**src/rtl/pcrel_pkg.sv**
```systemverilog
package pcrel_pkg;

  localparam int unsigned XLEN      = 32;
  localparam int unsigned REG_W     = 4;
  localparam int unsigned IMM_FLD_W = 12;

  // Fixed-format opcode field values (bits [27:16]) and reserved condition
  localparam logic [11:0] FIX_OP_ADD = 12'h28F;
  localparam logic [11:0] FIX_OP_SUB = 12'h24F;
  localparam logic [3:0]  COND_RSVD  = 4'hF;

  // Compact-format leading bits
  localparam logic [4:0]  HALF_LEAD     = 5'b10100;
  localparam logic [4:0]  PAIR_LEAD     = 5'b11110;
  localparam logic [9:0]  PAIR_TAIL_ADD = 10'b10_0000_1111;
  localparam logic [9:0]  PAIR_TAIL_SUB = 10'b10_1010_1111;

  localparam logic [REG_W-1:0] PC_REG = 4'd15;

  typedef enum logic [1:0] {
    ENC_NONE   = 2'd0,
    ENC_WIDE   = 2'd1,  // fixed word, rotated immediate
    ENC_HALF   = 2'd2,  // one halfword, scaled immediate
    ENC_PAIR   = 2'd3   // two halfwords, plain immediate
  } enc_kind_e;

  typedef struct packed {
    enc_kind_e              kind;
    logic                   is_sub;
    logic [REG_W-1:0]       rd;
    logic [IMM_FLD_W-1:0]   imm_field;
  } dec_t;

endpackage

```
**src/rtl/pcrel_decode.sv**
```systemverilog
module pcrel_decode
  import pcrel_pkg::*;
#(
  parameter int unsigned W = XLEN
) (
  input  logic         fmt_compact_i,
  input  logic [W-1:0] insn_i,
  output dec_t         dec_o
);

  logic [3:0]  cond_f;
  logic [11:0] op_f;
  logic        wide_add, wide_sub;
  logic        half_hit;
  logic        pair_lead_ok, pair_add, pair_sub;

  always_comb begin
    cond_f   = insn_i[31:28];
    op_f     = insn_i[27:16];
    wide_add = !fmt_compact_i && (cond_f != COND_RSVD) && (op_f == FIX_OP_ADD);
    wide_sub = !fmt_compact_i && (cond_f != COND_RSVD) && (op_f == FIX_OP_SUB);

    half_hit = fmt_compact_i && (insn_i[31:27] == HALF_LEAD);

    pair_lead_ok = fmt_compact_i && (insn_i[31:27] == PAIR_LEAD) && !insn_i[15];
    pair_add     = pair_lead_ok && (insn_i[25:16] == PAIR_TAIL_ADD);
    pair_sub     = pair_lead_ok && (insn_i[25:16] == PAIR_TAIL_SUB);
  end

  always_comb begin
    dec_o = '{kind: ENC_NONE, is_sub: 1'b0, rd: '0, imm_field: '0};
    if (wide_add || wide_sub) begin
      dec_o.kind      = ENC_WIDE;
      dec_o.is_sub    = wide_sub;
      dec_o.rd        = insn_i[15:12];
      dec_o.imm_field = insn_i[11:0];
    end else if (half_hit) begin
      dec_o.kind      = ENC_HALF;
      dec_o.is_sub    = 1'b0;
      dec_o.rd        = {1'b0, insn_i[26:24]};
      dec_o.imm_field = {4'b0000, insn_i[23:16]};
    end else if (pair_add || pair_sub) begin
      dec_o.kind      = ENC_PAIR;
      dec_o.is_sub    = pair_sub;
      dec_o.rd        = insn_i[11:8];
      dec_o.imm_field = {insn_i[26], insn_i[14:12], insn_i[7:0]};
    end
  end

endmodule

```
**src/rtl/pcrel_imm_expand.sv**
```systemverilog
module pcrel_imm_expand
  import pcrel_pkg::*;
#(
  parameter int unsigned W          = XLEN,
  parameter int unsigned HALF_SHIFT = 2
) (
  input  enc_kind_e             kind_i,
  input  logic [IMM_FLD_W-1:0]  field_i,
  output logic [W-1:0]          imm_o
);

  localparam int unsigned STAGES = $clog2(W);

  logic [STAGES-1:0] rot_amt;
  logic [W-1:0]      stage [0:STAGES];

  // Rotation amount is twice the 4-bit rotate field
  always_comb begin
    rot_amt    = '0;
    rot_amt[4:1] = field_i[11:8];
    stage[0]   = {{(W-8){1'b0}}, field_i[7:0]};
  end

  for (genvar s = 0; s < STAGES; s++) begin : g_barrel
    localparam int unsigned K = 1 << s;
    always_comb begin
      if (rot_amt[s]) stage[s+1] = {stage[s][K-1:0], stage[s][W-1:K]};
      else            stage[s+1] = stage[s];
    end
  end

  always_comb begin
    unique case (kind_i)
      ENC_WIDE: imm_o = stage[STAGES];
      ENC_HALF: imm_o = {{(W-8-HALF_SHIFT){1'b0}}, field_i[7:0], {HALF_SHIFT{1'b0}}};
      ENC_PAIR: imm_o = {{(W-IMM_FLD_W){1'b0}}, field_i};
      default:  imm_o = '0;
    endcase
  end

endmodule

```
**src/rtl/pcrel_addsub.sv**
```systemverilog
module pcrel_addsub
  import pcrel_pkg::*;
#(
  parameter int unsigned W          = XLEN,
  parameter int unsigned ALIGN_BITS = 2
) (
  input  logic [W-1:0] pc_i,
  input  logic [W-1:0] imm_i,
  input  logic         is_sub_i,
  output logic [W-1:0] sum_o
);

  localparam logic [W-1:0] ALIGN_MASK = {W{1'b1}} << ALIGN_BITS;

  logic [W-1:0] base;

  always_comb begin
    base  = pc_i & ALIGN_MASK;
    sum_o = is_sub_i ? (base - imm_i) : (base + imm_i);
  end

endmodule

```
**src/rtl/pcrel_addr_unit.sv**
```systemverilog
module pcrel_addr_unit
  import pcrel_pkg::*;
#(
  parameter int unsigned W          = XLEN,
  parameter int unsigned ALIGN_BITS = 2,
  parameter int unsigned SYNC_DEPTH = 2
) (
  input  logic             clk_i,
  input  logic             rst_ni,
  input  logic             in_valid_i,
  input  logic             fmt_sel_i,
  input  logic [W-1:0]     insn_i,
  input  logic [W-1:0]     pc_i,
  input  logic             cond_pass_i,
  output logic             out_valid_o,
  output logic [W-1:0]     result_o,
  output logic [REG_W-1:0] rd_idx_o,
  output logic             pc_write_o,
  output logic             unpred_o,
  output logic             decode_miss_o
);

  // Reset: asserted asynchronously, released through a short synchroniser
  logic [SYNC_DEPTH-1:0] rst_sync_q;
  logic                  rst_n_int;

  always_ff @(posedge clk_i or negedge rst_ni) begin
    if (!rst_ni) rst_sync_q <= '0;
    else         rst_sync_q <= {rst_sync_q[SYNC_DEPTH-2:0], 1'b1};
  end
  assign rst_n_int = rst_sync_q[SYNC_DEPTH-1];

  // Datapath
  dec_t         dec;
  logic [W-1:0] imm32;
  logic [W-1:0] sum;

  pcrel_decode #(.W(W)) u_decode (
    .fmt_compact_i (fmt_sel_i),
    .insn_i        (insn_i),
    .dec_o         (dec)
  );

  pcrel_imm_expand #(.W(W), .HALF_SHIFT(2)) u_imm (
    .kind_i  (dec.kind),
    .field_i (dec.imm_field),
    .imm_o   (imm32)
  );

  pcrel_addsub #(.W(W), .ALIGN_BITS(ALIGN_BITS)) u_addsub (
    .pc_i     (pc_i),
    .imm_i    (imm32),
    .is_sub_i (dec.is_sub),
    .sum_o    (sum)
  );

  // Next-state
  logic hit;
  logic valid_d, pcw_d, unpred_d, miss_d;
  logic data_en;

  always_comb begin
    hit      = (dec.kind != ENC_NONE);
    unpred_d = in_valid_i && (dec.kind == ENC_PAIR) && (dec.rd == PC_REG);
    miss_d   = in_valid_i && !hit;
    valid_d  = in_valid_i && hit && cond_pass_i && !unpred_d;
    pcw_d    = valid_d && (dec.kind == ENC_WIDE) && (dec.rd == PC_REG);
    data_en  = valid_d;
  end

  // Flag registers
  always_ff @(posedge clk_i or negedge rst_n_int) begin
    if (!rst_n_int) begin
      out_valid_o   <= 1'b0;
      pc_write_o    <= 1'b0;
      unpred_o      <= 1'b0;
      decode_miss_o <= 1'b0;
    end else begin
      out_valid_o   <= valid_d;
      pc_write_o    <= pcw_d;
      unpred_o      <= unpred_d;
      decode_miss_o <= miss_d;
    end
  end

  // Data registers, clock-enabled, no reset
  always_ff @(posedge clk_i) begin
    if (data_en) begin
      result_o <= sum;
      rd_idx_o <= dec.rd;
    end
  end

endmodule

```
**config.mk**
```make
export PLATFORM = sky130hd
export DESIGN_NAME = pcrel_addr_unit
export DESIGN_NICKNAME = d
export VERILOG_FILES = /design/src/rtl/pcrel_pkg.sv /design/src/rtl/pcrel_decode.sv /design/src/rtl/pcrel_imm_expand.sv /design/src/rtl/pcrel_addsub.sv /design/src/rtl/pcrel_addr_unit.sv
export SDC_FILE = /design/constraint.sdc
export NUM_CORES = 1
export LEC_CHECK = 0
export BUFFER_PORTS_ARGS = -buffer_cell sky130_fd_sc_hd__buf_2
export CAP_MARGIN = 20
export CORE_MARGIN = 2
export CORE_UTILIZATION = 36
export CTS_CLUSTER_SIZE = 25
export DETAILED_ROUTE_END_ITERATION = 10
export PLACE_DENSITY_LB_ADDON = 0.15
export SLEW_MARGIN = 15
export SYNTH_ARGS = -nofsm -noshare
export SYNTH_HDL_FRONTEND = slang
export SYNTH_SLANG_ARGS = --single-unit
```
**constraint.sdc**
```tcl
create_clock -name clk_i -period 0.8 [get_ports clk_i]
set_input_delay 0 -clock clk_i [delete_from_list [all_inputs] [get_ports clk_i]]
set_output_delay 0 -clock clk_i [all_outputs]
set_load 0.02 [all_outputs]
```
==> results by group <==
Synth
  – EDFF count, synth: 36
  – Synth Area in XOR/XNOR: between 6 and 7%
  – Main flop type after synthesis: edfxtp_1
  – Synth warnings: 0
  – Syn_nets: ~910
  – Post-synthesis mux area share: 2.71%
  – Post-synth cell types: 99
  – Cell taking the most area after synthesis: edfxtp_1
  – Mapped Cells: 775
  – Synthesized area: 0.00615 mm²
  – Top cells by count, synth: nand2_1, a21oi_1, nor2_1
  – Seq/Total Area, Yosys: 20.0%
  – Largest family of logic cells by synthesized area: compound AO/OA/AOI/OAI gates
  – Synth Area in Simple Gates: 23.3%
  – Compound-Gate Fraction of Synth Area: 27.1%
  – Synthesized-area fraction occupied by adder cells: 14.2%
  – Post-Syn Area per Cell: 7.94 µm²
  – Synth top area cells: edfxtp_1, ha_1, a21oi_1
  – Most common cell in the synthesized netlist: nand2_1
  – Synth top area share: approximately 18%
  – Fraction of registers with async set/reset: roughly 14%
  – Number of synthesized register bits: 42

Setup path
  – Slowest CP cell: or4_4
  – Startpoint Class: input port
  – Crit Path Category: in -> reg
  – CP endpoint kind: flop
  – WP data arrival: ~5 ns
  – CP required: 0.96 ns
  – Critical Path Max Stage Delay: 0.51 ns
  – Crit-path max FO: 7

Global routing
  – Grt total ovfl: 0
  – First-pass GRT wire length: 35.7 mm
  – Initial antenna violation count: 0
  – Pin count of the biggest net entering global routing: 28
  – Tot GR Track Use: 24.9%
  – Vias in the first global route: 7,079

Placed design
  – Placed Cells: 1,371
  – Final GP Congestion: approximately 0.93
  – Setup WS pre-CTS: -4.45 ns
  – Area after DPL: 0.00924 mm²
  – DPL Wire Length: about 18 mm
  – Port Buf Inserts: 106

Route
  – DRT antenna net count: 0
  – Iter 0 DRT Violations: 352
  – WL/cell: between 15 and 20 µm
  – Drt via density: ~5.3
  – DRC viols: 0
  – Drt pass-1 iters: 5
  – Vias: around 7,500
  – WL final: 24.1 mm

Cells and area
  – Core occupancy in the finished layout: about 65%
  – Design Area, Final: 0.0107 mm²
  – Share of cells above drive strength 1: 54.5%
  – Area growth from synthesis to layout: 74.7%
  – Final #Nets: 1,344
  – # diodes: 0
  – Non-Filler Instances: 1,427
  – # fillers: 1,401

Flow run
  – Maxcap violations: 0

Die
  – FP Rows: 47
  – IO Count: roughly 110
  – Die Footprint: around 0.018 mm²
  – Die Y: 135 µm
  – Core area: 0.0166 mm²
  – Initial core utilization: 37.0%
  – Die width: 135 µm

Timing
  – Setup-failing EPs final: between 100 and 150
  – Final period util: 591%
  – Min Tclk post-route: around 4.7 ns
  – Worst hold slack: 0.0144 ns
  – FMAX: 0.211 GHz
  – Worst Max-Slew Pin Slew: 0.508 ns
  – Number of max-slew violations in the final report: 0
  – Headroom to the max-slew limit: 66.1%
  – Setup Skew: 0.000337 ns
  – Fin worst setup slack: -3.93 ns
  – RSZ-0062 raised after global routing: yes
  – Setup TNS: -143.24 ns
  – Final Hold Vio Count: 0

CTS
  – Htree depth: 2
  – Clock tree buffer depth: 2
  – CTS tree: yes
  – CTS root buf: clkbuf_16
  – # clock sinks: between 40 and 50
  – CTS Buf Count: 5
  – CTS clock-pin slew for the worst setup and hold paths: 0.06 ns
  – Worst-Skew Late Latency: approximately 0.3 ns

Pwr
  – PwrDens: 653 mW/mm²
  – Leakage: slightly above 5 nW
  – Overall Power: 7.02 mW
  – Max VDD drop: a little under 0.7 mV

Outcome
  – Outcome: finished with violations
  – Failing checks: setup timing

Worst hold path
  – HP Class: in -> async
==> metal layers <==
layer	wire length [µm]	track usage (%)	vias to the layer above
li1	-	-	3661
met1	10900	32.9	3565
met2	11400	42.2	230
met3	1020	3.27	51
met4	750	7.84	0
met5	0	0	-
==> registers in the layout (all words and copies together), names as in the netlist <==
register	count
decode_miss_o	1
result_o	32
rd_idx_o	4
pc_write_o	1
unpred_o	1
out_valid_o	1
rst_sync_q	2
==> placed cells by master, fill, tap and decap left out, drive strengths merged, types with 12 or more instances in the layout <==
master  instances
a21oi          79
ha             68
inv            54
and3           13
nand3          21
nand2          86
a21o           17
o21ai          44
a22oi          12
nor2           70
edfxtp         36
nor3           25
xor2           13
buf           455
xnor2          27
==> power breakdown <==
part | total [mW] | switching [mW] | internal [mW]
Sequential | 2.40 | 0.00732 | 2.39
Clock | 2.08 | 0.915 | 1.17
Combinational | 2.54 | 1.24 | 1.29
Total | 7.02 | 2.17 | 4.85
==> worst max-delay path: cells and delay by family <==
family | cells | cell delay [ns]
buffers and inverters | 4 | 0.51
AND/OR/NAND/NOR | 9 | 1.88
multiplexers | 1 | 0.27
AO/OA/AOI/OAI | 10 | 1.92
adder cells (fa/ha/maj) | 1 | 0.33
==> cells by family (layout without fill, tap and decap cells) <==
kind of cell    count (synthesis)  in the layout
compound gates                243            243
simple gates                  282            282
xor+xnor                       40             40
mux                            11             11
other cells                     1              1
fa+ha+maj                      69             69
buf+inv                        87            519
flops                          42             42
==> cell type report <==
cell class / count / area [µm²] / share of cell area, %
repair buffers: 456 / 3380 / 31.5
well taps: 220 / 275 / 2.56
clock buffers: 8 / 136 / 1.27
inverters: 55 / 206 / 1.92
flip-flops and latches: 42 / 1230 / 11.5
multi-input cells: 646 / 5510 / 51.3
==> path summary, 6_finish.rpt <==
path	startpoint	endpoint	slack [ns]	cells past startpoint
worst min register to register	rst_sync_q[1]$_DFF_PN0_	pc_write_o$_DFF_PN0_	0.06	0
worst max-delay path	insn_i[20]	result_o[31]$_DFFE_PP_	-3.93	25
worst min-delay path	rst_ni	rst_sync_q[0]$_DFF_PN0_	0.01	2
max in group asynchronous	rst_sync_q[1]$_DFF_PN0_	decode_miss_o$_DFF_PN0_	0.59	0
worst max register to register	rst_sync_q[0]$_DFF_PN0_	rst_sync_q[1]$_DFF_PN0_	0.34	0
min in group clk_i	in_valid_i	unpred_o$_DFF_PN0_	0.04	4
==> repair_timing <==
item / CTS / global route
setup endpoints to repair: 116 / 116
gates resized for setup: 87 / 127
hold buffers: 1 / 0
hold endpoints to repair: 2 / 0
buffers inserted: 27 / 27
pin swaps: 37 / 82
No activity file was read; power rests on OpenSTA's default activity.
